===== config.mk =====
export PLATFORM = sky130hd
export DESIGN_NAME = irq_status_regs
export DESIGN_NICKNAME = d
export VERILOG_FILES = /design/src/rtl/irq_pkg.sv /design/src/rtl/irq_sticky_flag.sv /design/src/rtl/irq_sticky_bank.sv /design/src/rtl/irq_read_mux.sv /design/src/rtl/irq_status_regs.sv
export SDC_FILE = /design/constraint.sdc
export NUM_CORES = 1
export LEC_CHECK = 0
export BUFFER_PORTS_ARGS = -buffer_cell sky130_fd_sc_hd__buf_2
export CAP_MARGIN = 25
export CORE_AREA = 5 5 42 44
export DETAILED_ROUTE_END_ITERATION = 8
export DIE_AREA = 0 0 47 49
export GPL_TIMING_DRIVEN = 0
export MAX_ROUTING_LAYER = met4
export PLACE_DENSITY_LB_ADDON = 0.1
export SYNTH_ARGS = -nofsm -noshare
export SYNTH_HDL_FRONTEND = slang
export SYNTH_SLANG_ARGS = --single-unit

===== constraint.sdc =====
create_clock -name clk -period 1.53 [get_ports clk]
set_input_delay 0.153 -clock clk [delete_from_list [all_inputs] [get_ports clk]]
set_output_delay 0.153 -clock clk [all_outputs]
set_load 0.01 [all_outputs]

===== src/rtl/irq_pkg.sv =====
package irq_pkg;
  localparam int STAT_W = 5;
  localparam int CLR_W  = 4;
  localparam int ERR_N  = 3;
  localparam int ADDR_W = 2;

  localparam logic [ADDR_W-1:0] ADDR_RAW  = 2'd0;
  localparam logic [ADDR_W-1:0] ADDR_MASK = 2'd1;
  localparam logic [ADDR_W-1:0] ADDR_MSKD = 2'd2;
  localparam logic [ADDR_W-1:0] ADDR_CLR  = 2'd3;

  // error flag order inside the bank: 0 tx overflow, 1 rx underflow, 2 rx overflow
  // clear word: bit0 all, bit1 rx underflow, bit2 rx overflow, bit3 tx overflow
  function automatic logic [ERR_N-1:0] clr_to_err(input logic [CLR_W-1:0] w);
    logic [ERR_N-1:0] r;
    r[0] = w[0] | w[3];
    r[1] = w[0] | w[1];
    r[2] = w[0] | w[2];
    return r;
  endfunction

  function automatic logic [STAT_W-1:0] pack_raw(input logic tx_low,
                                                 input logic [ERR_N-1:0] err,
                                                 input logic rx_high);
    return {rx_high, err, tx_low};
  endfunction
endpackage


===== src/rtl/irq_sticky_flag.sv =====
module irq_sticky_flag (
  input  logic clk,
  input  logic rst_n,
  input  logic set_i,
  input  logic clr_i,
  output logic q_o
);
  always_ff @(posedge clk) begin
    if (!rst_n)     q_o <= 1'b0;
    else if (set_i) q_o <= 1'b1;
    else if (clr_i) q_o <= 1'b0;
  end

  // an event latches the flag (and R6: even with a clear in the same cycle)
  a_r3_event_sets: assert property (@(posedge clk) disable iff (!rst_n)
    set_i |=> q_o);
  a_r6_event_beats_clear: assert property (@(posedge clk) disable iff (!rst_n)
    (set_i && clr_i) |=> q_o);
  a_r3_holds: assert property (@(posedge clk) disable iff (!rst_n)
    (q_o && !clr_i) |=> q_o);
  a_r3_no_spurious: assert property (@(posedge clk) disable iff (!rst_n)
    (!q_o && !set_i) |=> !q_o);
  a_r4_clear_empties: assert property (@(posedge clk) disable iff (!rst_n)
    (clr_i && !set_i) |=> !q_o);
endmodule


===== src/rtl/irq_sticky_bank.sv =====
module irq_sticky_bank #(
  parameter int N = irq_pkg::ERR_N
) (
  input  logic         clk,
  input  logic         rst_n,
  input  logic [N-1:0] ev_i,
  input  logic [N-1:0] clr_i,
  output logic [N-1:0] flag_o
);
  for (genvar i = 0; i < N; i++) begin : g_flag
    irq_sticky_flag u_flag (
      .clk  (clk),
      .rst_n(rst_n),
      .set_i(ev_i[i]),
      .clr_i(clr_i[i]),
      .q_o  (flag_o[i])
    );
  end
endmodule


===== src/rtl/irq_read_mux.sv =====
module irq_read_mux
  import irq_pkg::*;
(
  input  logic [ADDR_W-1:0] addr_i,
  input  logic [STAT_W-1:0] raw_i,
  input  logic [STAT_W-1:0] mask_i,
  input  logic [STAT_W-1:0] mskd_i,
  output logic [STAT_W-1:0] rdata_o
);
  always_comb begin
    unique case (addr_i)
      ADDR_RAW:  rdata_o = raw_i;
      ADDR_MASK: rdata_o = mask_i;
      ADDR_MSKD: rdata_o = mskd_i;
      default:   rdata_o = '0;
    endcase
  end
endmodule


===== src/rtl/irq_status_regs.sv =====
module irq_status_regs
  import irq_pkg::*;
(
  input  logic              clk,
  input  logic              rst_n,
  input  logic              tx_low_i,
  input  logic              rx_high_i,
  input  logic              tx_ovf_p,
  input  logic              rx_udf_p,
  input  logic              rx_ovf_p,
  input  logic              reg_we,
  input  logic [ADDR_W-1:0] reg_addr,
  input  logic [STAT_W-1:0] reg_wdata,
  output logic [STAT_W-1:0] reg_rdata,
  output logic              irq_o
);
  logic [STAT_W-1:0] mask_q;
  logic [ERR_N-1:0]  err_ev;
  logic [ERR_N-1:0]  clr_vec;
  logic [ERR_N-1:0]  err_flag;
  logic [STAT_W-1:0] raw_stat;
  logic [STAT_W-1:0] mskd_stat;
  logic              mask_wr;
  logic              clr_wr;

  assign err_ev  = {rx_ovf_p, rx_udf_p, tx_ovf_p};
  assign mask_wr = reg_we && (reg_addr == ADDR_MASK);
  assign clr_wr  = reg_we && (reg_addr == ADDR_CLR);
  assign clr_vec = clr_wr ? clr_to_err(reg_wdata[CLR_W-1:0]) : '0;

  always_ff @(posedge clk) begin
    if (!rst_n)       mask_q <= '0;
    else if (mask_wr) mask_q <= reg_wdata;
  end

  irq_sticky_bank #(.N(ERR_N)) u_bank (
    .clk   (clk),
    .rst_n (rst_n),
    .ev_i  (err_ev),
    .clr_i (clr_vec),
    .flag_o(err_flag)
  );

  assign raw_stat  = pack_raw(tx_low_i, err_flag, rx_high_i);
  assign mskd_stat = raw_stat & mask_q;
  assign irq_o     = |mskd_stat;

  irq_read_mux u_rd (
    .addr_i (reg_addr),
    .raw_i  (raw_stat),
    .mask_i (mask_q),
    .mskd_i (mskd_stat),
    .rdata_o(reg_rdata)
  );

  // the mask loads on its own write and holds otherwise
  a_r7_mask_load: assert property (@(posedge clk) disable iff (!rst_n)
    (reg_we && reg_addr == ADDR_MASK) |=> (mask_q == $past(reg_wdata)));
  a_r7_mask_hold: assert property (@(posedge clk) disable iff (!rst_n)
    !(reg_we && reg_addr == ADDR_MASK) |=> $stable(mask_q));
  // nothing enabled, no interrupt
  a_r8_quiet_when_masked: assert property (@(posedge clk) disable iff (!rst_n)
    (mask_q == '0) |-> !irq_o);
  // writes to read-only addresses leave the error flags untouched
  a_r9_ro_write_ignored: assert property (@(posedge clk) disable iff (!rst_n)
    (reg_we && (reg_addr == ADDR_RAW || reg_addr == ADDR_MSKD) && err_ev == '0)
      |=> $stable(err_flag));
endmodule


======== Word-level counts from Yosys, hierarchy flattened ========
Index checks and enable logic that the tools add are counted.
W data, S select, Z words.
storage, ports and cells
  bits in registers ....................... 8
  bits in latches ......................... 0
  RAM bits ................................ 0
  bits in read-only memories .............. 0
  bits of input ports ..................... 15
  output and inout port bits .............. 6
  logic and storage cells ................. 26
  memories kept ........................... 0
operators by class
  add/subtract/negate cells ............... 0
  multiply operators ...................... 0
  divide/modulo/power cells ............... 0
  $lt $le $gt $ge ......................... 0
  equal/unequal tests ..................... 3
  shifts and indexed selects .............. 0
  multiplexer cells ....................... 8
  bitwise logic cells ..................... 4
  reduce and logical (&&, ||, !) cells .... 7
operator list
  operator              count
  $pmux W5 S3           1
  $mux W1               6
  $reduce_bool A2 Y1    3
  $and A5 B5 Y5         1
  $reduce_or A5 Y1      1
  $eq A2 B2 Y1 const B  2
  $mux W3               1
  $or A1 B1 Y1          3
  $eq A2 B1 Y1 const B  1
  $logic_and A1 B1 Y1   2
  $logic_not A2 Y1      1

======== Logic depth before layout (Yosys ltp) ========
  depth in word-level cells ............... 5
  depth in mapped cells ................... 4

======== Hierarchy ========
Synthesis repeated with hierarchy kept, for this count alone.
second synthesis, totals
  cell total of the unflattened synthesis .. 58
  area, all modules ....................... 525.5 sq um
by module, submodules not included
  module           instances  cells an instance  area an instance (sq um)  sequential area each (sq um)
  irq_status_regs  1          37                 286.5                     100.1
  irq_sticky_flag  3          3                  41.3                      20.0
  irq_read_mux     1          12                 115.1                     0.0

======== Worst setup path before layout ========
Ideal clock, no wire load.
  path kind ............................... register to output
  start point ............................. register u_bank.g_flag[2].u_flag.q_o
  end point ............................... output irq_o
  data arrival time ....................... 0.750 ns
  setup slack ............................. 0.627 ns
  cell stages (with the launch flop) ...... 3
  buffers on the path ..................... 0
  cell sequence ........................... dfxtp_1 a222oi_1 nand2_1
between the ends
  cells in the longest elaborated chain, start to end .. 2
ends and longest elaborated chain
  item                    line                   text
  from (decl)             irq_sticky_flag.sv:6   output logic q_o
  from (signal assigned)  irq_sticky_flag.sv:9   if (!rst_n) q_o <= 1'b0;
  from (signal assigned)  irq_sticky_flag.sv:10  else if (set_i) q_o <= 1'b1;
  from (signal assigned)  irq_sticky_flag.sv:11  else if (clr_i) q_o <= 1'b0;
  $and A5 B5 Y5           irq_status_regs.sv:45  assign mskd_stat = raw_stat & mask_q;
  $reduce_or A5 Y1        irq_status_regs.sv:46  assign irq_o = |mskd_stat;
  to (decl)               irq_status_regs.sv:15  output logic irq_o
No other way between the ends.

======== Worst setup path in the final report ========
Same ends and word-level chain as after synthesis.

==> impl_metrics.csv <==
group,metric,value,unit
worst_setup_path,cp_cell_sequence,"a222oi_1, nand2_1, buf_2",
worst_setup_path,cp-end-kind,"output port",
worst_setup_path,startpoint,"u_bank.g_flag[2].u_flag.q_o$_SDFFE_PN0P_",
route,initialDrtViolationCount,9,
clock_tree,cts.sink_count,8,
logic_synthesis,synth-edff-count,0,
layout,diodes,0,
floorplan,row_count,14,
layout,layoutNonFillerInstCount,98,
layout,drive_above_1_share,30.5,%
clock_tree,ctsHtreeMaxLevel,1,
layout,seqCellArea,160,sq um
global_routing,grt_usage,10.3,%
hold_path,worstHoldStart,"reg_wdata[4]",
run_status,status,"complete, no violations",
logic_synthesis,yosysSeqAreaShare,37.5,%
worst_setup_path,path_depth,3,
route,wl_met2,460,um
job,max_cap_violations,0,
sta,relSlewSlack,78.4,%
layout,layout.nets,99,
global_routing,grt.overflow.total,0,
clock_tree,cts_hold_buf,0,
worst_setup_path,cp_top_family,"compound AO/OA/AOI/OAI gates",
worst_setup_path,required,1.38,ns
global_routing,grt_pass1_wl,1.69,mm
sta,tightest_slew,0.322,ns
logic_synthesis,synth_cell_types,14,
place,dp.cells,95,
floorplan,design.die.area,0.00230,sq mm
logic_synthesis,yosysTopAreaCellShare,37.5,%
sta,skew,0,ns
logic_synthesis,ys_ff_latch,8,
clock_tree,clk_latency,0.25,ns
route,m1WireLength,562,um
clock_tree,cts_resized,0,
floorplan,die_h,49,um
clock_tree,numCtsBuffers,3,
worst_setup_path,startpoint_type,"flop",
layout,fin_util,40.6,%
worst_setup_path,r2r_cells,2,
route,met3_length,96,um
worst_setup_path,slowest_delay,0.35,ns
worst_setup_path,reg2reg_from,"u_bank.g_flag[0].u_flag.q_o$_SDFFE_PN0P_",
layout,multi_input_area,235,sq um
sta,hold_viol,0,
global_routing,antenna_found_initial,0,
sta,setup_viol,0,
route,vias,486,
logic_synthesis,synth.cell_area,427,sq um
worst_setup_path,rrSetupSlack,0.86,ns
place,port_buffers,20,
power_and_ir_drop,power.total,0.469,mW
route,top_layer,"met4",
clock_tree,cts_setup_buffers,0,
place,globalplace.congestion,0.726,
place,hpwl,912,um
layout,fillers,165,
global_routing,grt_pass1_vias,405,
sta,tns,0,ns
floorplan,floorplan.initialDensity,30.4,%
route,drc,0,
sta,finalCritPeriodShare,85.2,%
floorplan,io_pins,21,
logic_synthesis,synth_commonest_cells,"13 x o21ai_0, 8 x dfxtp_1, 7 x nor2_1, 6 x nand2_1, 6 x nand3_1",
logic_synthesis,async_flop_share,0,%
worst_setup_path,crit_slowest_cell,"a222oi_1",
sta,rsz0062_at_grt,"false",
logic_synthesis,synth_area_leaders,"dfxtp_1 38%, o21ai_0 15%, a22o_1 10%, nand3_1 7.0%, nor2_1 6.2%",
logic_synthesis,netlist_instances,59,
logic_synthesis,synth_top_flop_cell,"dfxtp_1",
hold_path,worst_hold_path.endpoint,"mask_q[4]$_SDFFE_PN0P_",
logic_synthesis,yosys.cell_count.top_type,"o21ai_0",
route,firstDrtPassIters,4,
logic_synthesis,syn_nets,74,
power_and_ir_drop,irDropWorstVdd,0.000454,V
clock_tree,tritoncts,"yes",
sta,min_period,1.30,ns
clock_tree,root_buffer,"clkbuf_4",
global_routing,grt_start_max_net_pins,11,
worst_setup_path,path_class,"flop to output port",
clock_tree,clk_path_buf_depth,2,
floorplan,die_x,47,um
sta,slew_violations,0,
floorplan,core-area,0.00140,sq mm
power_and_ir_drop,power_density,823,mW/mm^2
logic_synthesis,yosys.area.top_type,"dfxtp_1",
hold_path,hp-class,"input port to flop",
power_and_ir_drop,p_leak,0.275,nW
worst_setup_path,worst_ep_arrival_time,1.15,ns
worst_setup_path,critPathBufInv,1,
hold_path,hold_depth,3,
logic_synthesis,avgSynthCellArea,7.23,sq um
route,routedWlPerCell,11.7,um
route,final_antenna_net_count,0,
clock_tree,clkTransAtPathRegs,0.05,ns
route,vias_per_cell,4.96,
layout,synthToLayoutAreaGrowth,33.4,%
worst_setup_path,worst-path-max-fanout,4,
route,routed_wl,1.14,mm
worst_setup_path,reg2reg_to,"u_bank.g_flag[0].u_flag.q_o$_SDFFE_PN0P_",
logic_synthesis,ys_warn_count,0,
sta,fmax,0.767,GHz
registers in the layout (all words and copies together), names as in the netlist:
register / flops
mask_q: 5
u_bank.g_flag.u_flag.q_o: 3
worst reg2reg max path: stages (launching register included):
cell and delay (ns):
dfxtp_1 0.33, o21ai_0 0.18, nor2_1 0.05
cells in the final DEF (no fill, tap or decap):
cell	n
inv_1	5
clkbuf_4	3
a22o_1	5
nand2_1	6
dfxtp_1	8
and3b_1	1
nor3_1	3
a222oi_1	1
nand3_1	6
nand2b_1	1
buf_2	21
nor2_1	7
o21ai_0	13
buf_4	1
a22oi_1	1
routing by layer:
metal  global-route usage (%)  vias up
met5                        -        -
met1                     15.1      204
li1                         -      261
met3                     2.21        4
met2                     12.7       17
met4                     5.53        0
where the power goes:
group	switching (mW)	internal [mW]
clock	0.0683	0.0895
sequential	0.00965	0.219
combinational	0.0435	0.0384
how the worst max path moves through the flow:
stage,to,slack [ns]
finish,irq_o,0.23
global route,irq_o,0.18
CTS,irq_o,0.20
detailed placement,reg_rdata[0],0.47
global placement,irq_o,0.46
floorplan,irq_o,0.63
kinds of logic after synthesis:
family                 after synthesis  share of synthesized area, %
AND/OR/NAND/NOR                     24                          25.5
AO/OA/AOI/OAI                       20                          29.6
flip-flops                           8                          37.5
buffers and inverters                7                          7.33
per-stage QoR:
stage,area (sq um),setup slack (ns),hold WS [ns]
finish,569,0.226,0.117
global route,569,0.182,0.139
CTS,569,0.199,0.117
detailed placement,547,0.468,0.374
global placement,547,0.464,0.372
floorplan,427,0.627,0.283
layout make-up:
type	instances	share of cell area, %
plain buffers	2	2.20
multi-input cells	44	41.3
well taps	16	3.52
repair buffers	20	17.6
flip-flops and latches	8	28.1
clock buffers	3	3.96
inverters	5	3.30
Note: power is estimated with default switching activity, not from simulation.
